--- src/rtl/shared_tlb_pkg.sv ---
package shared_tlb_pkg;
  localparam logic [11:0] MULTI_HIT_CODE = 12'h140;

  typedef enum logic [1:0] {
    OP_IDLE = 2'd0,
    OP_LOOK = 2'd1,
    OP_LOAD = 2'd2,
    OP_AWR  = 2'd3
  } tlb_op_e;
endpackage

--- src/rtl/tlb_store.sv ---
module tlb_store #(
  parameter int ENTRIES = 4,
  parameter int VPN_W   = 8,
  parameter int ASID_W  = 8,
  parameter int PPN_W   = 8,
  localparam int IDX_W  = (ENTRIES > 1) ? $clog2(ENTRIES) : 1
) (
  input  logic                           clk,
  input  logic                           rst,
  input  logic                           wr_en,
  input  logic [IDX_W-1:0]               wr_idx,
  input  logic [VPN_W-1:0]               wr_vpn,
  input  logic [ASID_W-1:0]              wr_asid,
  input  logic [PPN_W-1:0]               wr_ppn,
  input  logic                           wr_sh,
  input  logic                           wr_d,
  input  logic                           wr_v,
  input  logic                           upd_en,
  input  logic [IDX_W-1:0]               upd_idx,
  input  logic                           upd_d,
  input  logic                           upd_v,
  output logic [ENTRIES-1:0][VPN_W-1:0]  vpn_o,
  output logic [ENTRIES-1:0][ASID_W-1:0] asid_o,
  output logic [ENTRIES-1:0][PPN_W-1:0]  ppn_o,
  output logic [ENTRIES-1:0]             sh_o,
  output logic [ENTRIES-1:0]             d_o,
  output logic [ENTRIES-1:0]             v_o
);
  // One register set per entry; every entry is compared in parallel.
  for (genvar g = 0; g < ENTRIES; g++) begin : g_ent
    logic [VPN_W-1:0]  vpn_r;
    logic [ASID_W-1:0] asid_r;
    logic [PPN_W-1:0]  ppn_r;
    logic              sh_r, d_r, v_r;

    always_ff @(posedge clk) begin
      if (rst) begin
        vpn_r  <= '0;
        asid_r <= '0;
        ppn_r  <= '0;
        sh_r   <= 1'b0;
        d_r    <= 1'b0;
        v_r    <= 1'b0;
      end else if (wr_en && wr_idx == IDX_W'(g)) begin
        vpn_r  <= wr_vpn;
        asid_r <= wr_asid;
        ppn_r  <= wr_ppn;
        sh_r   <= wr_sh;
        d_r    <= wr_d;
        v_r    <= wr_v;
      end else if (upd_en && upd_idx == IDX_W'(g)) begin
        d_r    <= upd_d;
        v_r    <= upd_v;
      end
    end

    assign vpn_o[g]  = vpn_r;
    assign asid_o[g] = asid_r;
    assign ppn_o[g]  = ppn_r;
    assign sh_o[g]   = sh_r;
    assign d_o[g]    = d_r;
    assign v_o[g]    = v_r;
  end
endmodule

--- src/rtl/tlb_match.sv ---
module tlb_match #(
  parameter int ENTRIES = 4,
  parameter int VPN_W   = 8,
  parameter int ASID_W  = 8
) (
  input  logic [VPN_W-1:0]               key_vpn,
  input  logic [ASID_W-1:0]              key_asid,
  input  logic                           use_asid,
  input  logic [ENTRIES-1:0][VPN_W-1:0]  vpn_i,
  input  logic [ENTRIES-1:0][ASID_W-1:0] asid_i,
  input  logic [ENTRIES-1:0]             sh_i,
  input  logic [ENTRIES-1:0]             v_i,
  output logic [ENTRIES-1:0]             match_o
);
  for (genvar g = 0; g < ENTRIES; g++) begin : g_cmp
    logic page_eq, id_ok;
    assign page_eq    = (vpn_i[g] == key_vpn);
    assign id_ok      = !use_asid || sh_i[g] || (asid_i[g] == key_asid);
    assign match_o[g] = v_i[g] && page_eq && id_ok;
  end
endmodule

--- src/rtl/tlb_repl_ctr.sv ---
module tlb_repl_ctr #(
  parameter int ENTRIES = 4,
  localparam int IDX_W  = (ENTRIES > 1) ? $clog2(ENTRIES) : 1
) (
  input  logic             clk,
  input  logic             rst,
  input  logic             adv,
  output logic [IDX_W-1:0] cnt
);
  localparam logic [IDX_W-1:0] LAST = IDX_W'(ENTRIES - 1);

  always_ff @(posedge clk) begin
    if (rst)           cnt <= '0;
    else if (adv)      cnt <= (cnt == LAST) ? '0 : cnt + 1'b1;
  end

  a_r6_wraps_to_zero: assert property (@(posedge clk) disable iff (rst)
    (adv && cnt == LAST) |=> cnt == '0);
  a_r6_holds_without_miss: assert property (@(posedge clk) disable iff (rst)
    !adv |=> $stable(cnt));
endmodule

--- src/rtl/shared_tlb.sv ---
module shared_tlb #(
  parameter int ENTRIES = 4,
  parameter int VPN_W   = 8,
  parameter int ASID_W  = 8,
  parameter int PPN_W   = 8,
  localparam int IDX_W  = (ENTRIES > 1) ? $clog2(ENTRIES) : 1,
  localparam int HI_W   = VPN_W + ASID_W,
  localparam int LO_W   = PPN_W + 3,
  localparam int AWD_W  = ASID_W + 2
) (
  input  logic              clk,
  input  logic              rst,
  input  logic              sv_mode,
  input  logic              priv,
  input  logic [ASID_W-1:0] cur_asid,
  input  logic              lk_req,
  input  logic [VPN_W-1:0]  lk_vpn,
  input  logic              ld_req,
  input  logic [HI_W-1:0]   pte_hi,
  input  logic [LO_W-1:0]   pte_lo,
  input  logic              aw_req,
  input  logic [VPN_W-1:0]  aw_vpn,
  input  logic [AWD_W-1:0]  aw_data,
  output logic              hit,
  output logic [IDX_W-1:0]  hit_idx,
  output logic [PPN_W-1:0]  ppn_out,
  output logic              dirty_out,
  output logic              multi_hit,
  output logic [11:0]       exc_code,
  output logic              flush_req
);
  import shared_tlb_pkg::*;

  tlb_op_e op;
  always_comb begin
    if (ld_req)      op = OP_LOAD;
    else if (aw_req) op = OP_AWR;
    else if (lk_req) op = OP_LOOK;
    else             op = OP_IDLE;
  end

  logic [ENTRIES-1:0][VPN_W-1:0]  vpn_a;
  logic [ENTRIES-1:0][ASID_W-1:0] asid_a;
  logic [ENTRIES-1:0][PPN_W-1:0]  ppn_a;
  logic [ENTRIES-1:0]             sh_a, d_a, v_a, match;
  logic [IDX_W-1:0]               rep_idx, enc;
  logic [VPN_W-1:0]               key_vpn;
  logic [ASID_W-1:0]              key_asid;
  logic                           use_asid, any_m, many_m, one_m, searching;

  assign use_asid  = !(sv_mode && priv);
  assign key_vpn   = (op == OP_AWR) ? aw_vpn : lk_vpn;
  assign key_asid  = (op == OP_AWR) ? aw_data[ASID_W-1:0] : cur_asid;
  assign searching = (op == OP_LOOK) || (op == OP_AWR);

  tlb_match #(.ENTRIES(ENTRIES), .VPN_W(VPN_W), .ASID_W(ASID_W)) match_i (
    .key_vpn(key_vpn), .key_asid(key_asid), .use_asid(use_asid),
    .vpn_i(vpn_a), .asid_i(asid_a), .sh_i(sh_a), .v_i(v_a), .match_o(match)
  );

  assign any_m  = |match;
  assign many_m = |(match & (match - ENTRIES'(1)));
  assign one_m  = any_m && !many_m;

  always_comb begin
    enc = '0;
    for (int i = ENTRIES - 1; i >= 0; i--)
      if (match[i]) enc = IDX_W'(i);
  end

  tlb_repl_ctr #(.ENTRIES(ENTRIES)) ctr_i (
    .clk(clk), .rst(rst), .adv(op == OP_LOOK && !any_m), .cnt(rep_idx)
  );

  tlb_store #(.ENTRIES(ENTRIES), .VPN_W(VPN_W), .ASID_W(ASID_W), .PPN_W(PPN_W)) store_i (
    .clk(clk), .rst(rst),
    .wr_en(op == OP_LOAD), .wr_idx(rep_idx),
    .wr_vpn(pte_hi[HI_W-1:ASID_W]), .wr_asid(pte_hi[ASID_W-1:0]),
    .wr_ppn(pte_lo[LO_W-1:3]), .wr_sh(pte_lo[2]), .wr_d(pte_lo[1]), .wr_v(pte_lo[0]),
    .upd_en(op == OP_AWR && one_m), .upd_idx(enc),
    .upd_d(aw_data[ASID_W+1]), .upd_v(aw_data[ASID_W]),
    .vpn_o(vpn_a), .asid_o(asid_a), .ppn_o(ppn_a), .sh_o(sh_a), .d_o(d_a), .v_o(v_a)
  );

  always_ff @(posedge clk) begin
    if (rst) begin
      hit       <= 1'b0;
      hit_idx   <= '0;
      ppn_out   <= '0;
      dirty_out <= 1'b0;
      multi_hit <= 1'b0;
      exc_code  <= '0;
      flush_req <= 1'b0;
    end else begin
      hit       <= searching && one_m;
      hit_idx   <= (searching && one_m) ? enc : '0;
      ppn_out   <= (op == OP_LOOK && one_m) ? ppn_a[enc] : '0;
      dirty_out <= (op == OP_LOOK && one_m) ? d_a[enc] : 1'b0;
      multi_hit <= searching && many_m;
      exc_code  <= (searching && many_m) ? MULTI_HIT_CODE : 12'h000;
      flush_req <= (op == OP_AWR) && one_m && v_a[enc] && !aw_data[ASID_W];
    end
  end

  // Assertions (requirement tags in labels)
  a_r7_hit_multi_exclusive: assert property (@(posedge clk) disable iff (rst)
    !(hit && multi_hit));
  a_r7_code_on_multi: assert property (@(posedge clk) disable iff (rst)
    multi_hit |-> exc_code == MULTI_HIT_CODE);
  a_r7_code_quiet: assert property (@(posedge clk) disable iff (rst)
    !multi_hit |-> exc_code == 12'h000);
  a_r2_load_keeps_ptr: assert property (@(posedge clk) disable iff (rst)
    ld_req |=> $stable(rep_idx));
  a_r10_load_silent: assert property (@(posedge clk) disable iff (rst)
    ld_req |=> (!hit && !multi_hit && !flush_req));
  a_r9_flush_after_awr: assert property (@(posedge clk) disable iff (rst)
    flush_req |-> (hit && $past(aw_req) && !$past(ld_req)));
  a_r7_multi_freezes_entries: assert property (@(posedge clk) disable iff (rst)
    (searching && many_m) |=> ($stable(v_a) && $stable(d_a)));

  for (genvar g = 0; g < ENTRIES; g++) begin : g_chk
    a_r4_invalid_never_matches: assert property (@(posedge clk) disable iff (rst)
      !v_a[g] |-> !match[g]);
  end
endmodule

--- config.mk ---
export PLATFORM = sky130hd
export DESIGN_NAME = shared_tlb
export DESIGN_NICKNAME = d
export VERILOG_FILES = /design/src/rtl/shared_tlb_pkg.sv /design/src/rtl/tlb_store.sv /design/src/rtl/tlb_match.sv /design/src/rtl/tlb_repl_ctr.sv /design/src/rtl/shared_tlb.sv
export SDC_FILE = /design/constraint.sdc
export NUM_CORES = 1
export LEC_CHECK = 0
export ABC_AREA = 1
export BUFFER_PORTS_ARGS = -buffer_cell sky130_fd_sc_hd__buf_2
export CAP_MARGIN = 5
export CORE_UTILIZATION = 52
export CTS_CLUSTER_DIAMETER = 80
export CTS_CLUSTER_SIZE = 28
export DETAILED_ROUTE_END_ITERATION = 16
export GPL_ROUTABILITY_DRIVEN = 0
export HOLD_SLACK_MARGIN = 0.12
export PLACE_DENSITY = 0.76
export SYNTH_ARGS = -nofsm -noshare
export SYNTH_HDL_FRONTEND = slang
export SYNTH_SLANG_ARGS = --single-unit
--- constraint.sdc ---
create_clock -name clk -period 2.3 [get_ports clk]
set_input_delay 0.345 -clock clk [delete_from_list [all_inputs] [get_ports clk]]
set_output_delay 0.345 -clock clk [all_outputs]
set_load 0.02 [all_outputs]
==> results.cfg, run 1 <==
[routing]
dr.pass1.iters = 5
ant_nets = 0
via_per_inst = 5.26
drtIter0Drc = 550
vias = 7023
wl_per_cell_um = 14.3
drc_errors = 0
routed_wl_um = 19100

[final_layout]
seq_area_um2 = 2480
num_antenna_cells = 0
syn_to_final_growth_pct = 24.0
drive_above_1_share = 0.208
finish.utilization = 0.659
nets = 1222
multi_input_area_um2 = 3760
fill_cells = 1138

[global_routing]
grt_pass1_vias = 6501
grt_use_total = 0.299
antenna_found_initial = 0
grt_pass1_wl_um = 30600
grt.overflow.total = 0
grt_max_degree = 111

[clocking]
clkSinkCount = 124
cts_buffers = 17
cts_root_buf = clkbuf_16
insertion_delay_ns = 0.43
cts_tree = yes
clk_pin_slew_worst_paths_ns = 0.06
cts_htree_levels = 4
clockBufferDepth = 2

[outcome]
status = finished, final reports clean

[synth]
synth-seq-area-share = 0.372
avgSynthCellArea_um2 = 6.42
ys_ff_latch = 124
synth_top_cell_by_area = dfxtp_1
synth_cells = 1041
synthDistinctLibCells = 34
synth-edff-count = 0
ys_warn_count = 0
synth_top_area_frac = 0.372
synth_ff_type = dfxtp_1
syn_area_um2 = 6680
synth_top_cells_by_area = dfxtp_1 (37%), nand2_1 (13%), nor2_1 (11%)
async_reset_ff_frac = 0

[die]
core_area_um2 = 12600
die_area_um2 = 13300
num_io_pins = 94
start_util = 0.532
die_x_um = 115
row_count = 41
die_h_um = 115

[placement]
place_hpwl_um = 12900
pre_cts_ws_ns = -0.342
port_buffers = 83

[pwr]
p_leak_nw = 3.89
vdd_drop_max_v = 0.000380
p_per_area_nw_per_um2 = 707

[sta]
worst_slack_ns = 0.0741
drv_slew = 0
fin_crit_sh = 0.968
min_period_ns = 2.23
finalSetupViolCount = 0
fin_worst_skew_ns = 0.00802
fmax_ghz = 0.449
finalHoldViolCount = 0

[setup_path]
cp.arrival_ns = 2.54
critPathLaunchType = input port
crit_fanout = 11
cp.required_ns = 2.62
critPathKind = in -> reg
endpoint_kind = flop

[flow_run]
max_cap_viol_count = 0

[worst_hold_path]
min_path_type = in -> reg
==> logic make-up (layout without fill, tap and decap cells) <==
logic type | Yosys count | count (layout) | share of synthesized area
fa+ha+maj | 4 | 4 | 0.00749
compound gates | 157 | 157 | 0.121
other cells | 1 | 10 | 0.000561
xor+xnor | 8 | 8 | 0.0105
simple gates | 604 | 604 | 0.394
buf+inv | 143 | 256 | 0.0951
flops | 124 | 124 | 0.372
==> critical path, stage by stage <==
cell	delay, ns
buf_4	0.15
inv_8	0.09
nand2_8	0.08
buf_12	0.16
nand2_4	0.08
nand2_2	0.08
nand2_2	0.08
nand2_1	0.07
nor2_2	0.12
nand3_1	0.10
nor2_2	0.17
nand2_4	0.10
inv_2	0.07
nand2_1	0.08
nand2_2	0.11
nand2_2	0.09
nor2_4	0.14
inv_2	0.05
nor2_2	0.13
nor2_2	0.06
nor2_1	0.12
nor2_1	0.06
==> where the power goes <==
group | internal (mW) | switching (mW)
Clock | 1.74 | 1.04
Combinational | 0.299 | 0.499
Sequential | 2.24 | 0.0515
Total | 4.27 | 1.59
==> flip-flops by register name, indices dropped and copies added (netlist names) <==
register	flops
store_i.g_ent.asid_r	32
store_i.g_ent.ppn_r	32
store_i.g_ent.vpn_r	32
ppn_out	8
store_i.g_ent.d_r	4
store_i.g_ent.sh_r	4
store_i.g_ent.v_r	4
ctr_i.cnt	2
hit_idx	2
dirty_out	1
exc_code	1
flush_req	1
hit	1
==> through the flow <==
stage	std cells	hold WS [ns]	instance area, um2	setup TNS (ns)	power, mW
after global routing	1335	0.167	8290	-0.144	6.07
after floorplan	1050	0.422	6720	0	2.83
after CTS	1333	0.135	8080	0	5.83
after detailed placement	1300	0.460	7460	-6.15	3.08
final	1335	0.147	8290	0	5.86
after global placement	1300	0.456	7460	-5.40	3.06
==> worst paths after layout <==
| check | slack [ns] | startpoint | cells past startpoint | end |
|---|---|---|---|---|
| max | 0.07 | ld_req | 22 | store_i.g_ent[1].v_r$_SDFFE_PP0P_ |
| min | 0.15 | aw_data[8] | 2 | flush_req$_SDFF_PP0_ |
| max reg2reg | 0.23 | store_i.g_ent[3].vpn_r[0]$_SDFFE_PP0P_ | 17 | store_i.g_ent[1].v_r$_SDFFE_PP0P_ |
| min reg2reg | 0.47 | store_i.g_ent[1].vpn_r[4]$_SDFFE_PP0P_ | 2 | store_i.g_ent[1].vpn_r[4]$_SDFFE_PP0P_ |
==> routing by layer <==
| metal | share of wire | wire length (um) | global-route usage | vias to the layer above |
|---|---|---|---|---|
| met4 | 0.027 | 515 | 0.146 | 0 |
| met2 | 0.47 | 9030 | 0.498 | 222 |
| met3 | 0.056 | 1070 | 0.0564 | 46 |
| met5 | 0 | 0 | 0 | - |
| met1 | 0.44 | 8450 | 0.369 | 3218 |
| li1 | - | - | - | 3537 |
==> what timing repair did <==
action,CTS,global route
resized for setup,0,55
buffers inserted,0,2
hold buffers,1,0
hold endpoints to repair,1,0
setup endpoints to repair,0,17
==> placed cells by master, fill, tap and decap left out, types with 4 or more instances in the layout <==
cell type / count
a21oi_1: 37
inv_1: 77
nand2_2: 34
inv_2: 8
nand2_1: 216
a31oi_1: 6
clkbuf_16: 17
buf_4: 48
nand4_1: 5
nand2_4: 8
nand3b_1: 28
nor2_2: 8
dfxtp_1: 124
nand3_1: 94
buf_2: 81
o21ai_0: 111
buf_6: 4
ha_1: 4
conb_1: 10
nor2_1: 196
==> cell usage after synthesis, types with 2 or more instances <==
cell and instances:
a21oi_1 38, a31oi_1 6, buf_2 2, buf_4 18
buf_6 2, clkbuf_1 32, dfxtp_1 124, ha_1 4
inv_1 78, inv_2 7, nand2_1 237, nand2_2 20
nand2_4 2, nand3_1 97, nand3b_1 28, nand4_1 5
nor2_1 202, nor2_2 5, nor3_1 3, o21ai_0 111
xnor2_1 6, xor2_1 2
==> final cells by class <==
type                            instances  share of cell area
Inverter                               87              0.0403
Clock buffer                           19              0.0535
Multi-Input combinational cell        783               0.454
Sequential cell                       124               0.300
Timing Repair Buffer                  137               0.106
Tap cell                              172              0.0260
Clock inverter                         13              0.0201
No activity file was read; power rests on OpenSTA's default activity.
==> run 2, diff against run 1 <==
--- a/config.mk
+++ b/config.mk
@@ -14,7 +14,7 @@
 export DETAILED_ROUTE_END_ITERATION = 16
 export GPL_ROUTABILITY_DRIVEN = 0
 export HOLD_SLACK_MARGIN = 0.12
-export PLACE_DENSITY = 0.76
+export PLACE_DENSITY = 0.82
 export SYNTH_ARGS = -nofsm -noshare
 export SYNTH_HDL_FRONTEND = slang
 export SYNTH_SLANG_ARGS = --single-unit
==> results.cfg, run 2 (synthesized netlist as in run 1, its figures left out) <==
[placement]
port_buffers = 83
dp.cells = 1291
place_hpwl_um = 12700
placed_cell_area_um2 = 7400
pre_cts_ws_ns = -0.406

[die]
die_x_um = 115
row_count = 41
core_area_um2 = 12600
start_util = 0.532
die_h_um = 115
die_area_um2 = 13300
num_io_pins = 94

[setup_path]
cpMostUsedCell = nand2_2
cp.arrival_ns = 2.53
critPathKind = in -> reg
max_stage_delay_ns = 0.40
cp.required_ns = 2.57
endpoint_kind = flop
critPathLaunchType = input port
slowest_stage = nor4_1
worstPathCellList = buf_6, inv_6, nand2_8, clkbuf_16, nand2_2, nand3b_1, nand2_1, nand2_1, nor2_2, nand2_2, nand2_2, nand2_2, inv_2, nand2_1, nand2_2, nand2_2, buf_4, nor4_1
crit_fanout = 7

[final_layout]
num_antenna_cells = 0
finish.utilization = 0.662
syn_to_final_growth_pct = 24.5
final_common_cell = nand2_1
largestRegisters = store_i.g_ent.asid_r x32, store_i.g_ent.ppn_r x32, store_i.g_ent.vpn_r x32
nets = 1220
stdcell_count = 1333
most-common-layout-cells = nand2_1 (220), nor2_1 (197), dfxtp_1 (124)
fill_cells = 1065
fin_area_um2 = 8320
drive_above_1_share = 0.204

[pwr]
vdd_drop_max_v = 0.000545
p_per_area_nw_per_um2 = 706
p_leak_nw = 3.90
power_mw = 5.87

[outcome]
status = finished, final reports clean

[worst_hold_path]
min_path_type = in -> reg

[clocking]
clk_pin_slew_worst_paths_ns = 0.06
clockBufferDepth = 2
cts_tree = yes
cts_root_buf = clkbuf_16
clkSinkCount = 124
insertion_delay_ns = 0.42
cts_buffers = 17
cts_htree_levels = 4

[routing]
wl_per_cell_um = 15.1
vias = 7305
drc_errors = 0
dr.pass1.iters = 9
via_per_inst = 5.48
drtIter0Drc = 646
routed_wl_um = 20100
ant_nets = 0

[sta]
fin_worst_skew_ns = 0.00711
min_period_ns = 2.26
relSlewSlack = 0.395
finalSetupViolCount = 0
worst_slew_pin_slew_ns = 0.906
drv_slew = 0
fin_crit_sh = 0.982
fmax_ghz = 0.443
worst_slack_ns = 0.0407
finalHoldViolCount = 0

[global_routing]
grt_pass1_wl_um = 31000
antenna_found_initial = 0
grt.overflow.total = 0
grt_max_degree = 111
grt_pass1_vias = 6611
grt_use_total = 0.304

[flow_run]
max_cap_viol_count = 0
run 2: through the flow:
| step | setup TNS, ns | hold WS (ns) |
|---|---|---|
| 6_report | 0 | 0.171 |
| 5_1_grt | -0.171 | 0.192 |
| 4_1_cts | 0 | 0.162 |
| 3_5_place_dp | -6.61 | 0.462 |
| 3_3_place_gp | -5.89 | 0.454 |
| 2_1_floorplan | 0 | 0.422 |
run 2: report_power, final:
| group | total [mW] | switching, mW | internal (mW) |
|---|---|---|---|
| combinational | 0.821 | 0.516 | 0.305 |
| clock | 2.76 | 0.985 | 1.78 |
| sequential | 2.29 | 0.0516 | 2.24 |
| total | 5.87 | 1.55 | 4.32 |
run 2: per-layer routing:
metal,wire length [um],up-vias,track usage
met2,9450,380,0.512
met3,1680,83,0.0796
met4,725,0,0.121
li1,-,3534,-
met5,0,-,0
met1,8210,3308,0.370
run 2: final timing paths:
path / start / end / slack [ns] / cells past startpoint
worst max-delay path: ld_req / hit_idx[0]$_SDFF_PP0_ / 0.04 / 18
worst min-delay path: aw_data[8] / flush_req$_SDFF_PP0_ / 0.17 / 2
worst max register to register: store_i.g_ent[3].asid_r[1]$_SDFFE_PP0P_ / hit_idx[0]$_SDFF_PP0_ / 0.15 / 13
worst min register to register: store_i.g_ent[3].vpn_r[3]$_SDFFE_PP0P_ / store_i.g_ent[3].vpn_r[3]$_SDFFE_PP0P_ / 0.48 / 2
run 2: layout make-up:
| class | instances | area [um2] | area share |
|---|---|---|---|
| clock inverter | 12 | 144 | 0.0173 |
| tap | 172 | 215 | 0.0259 |
| sequential | 124 | 2480 | 0.298 |
| timing repair buffer | 134 | 913 | 0.110 |
| inverter | 87 | 339 | 0.0408 |
| multi-input combinational | 784 | 3760 | 0.452 |
| clock buffer | 20 | 467 | 0.0561 |
run 2: repair_timing:
item	4_1_cts	5_1_grt
pin swaps	0	10
gates resized for setup	1	53
hold endpoints to repair	1	0
setup buffers	0	7
hold buffers	1	0
setup endpoints to repair	5	20
cloned	0	2
run 2: critical path, delay by kind of cell:
family,cells,cell delay (ns)
buffers and inverters,5,0.62
AND/OR/NAND/NOR,13,1.56
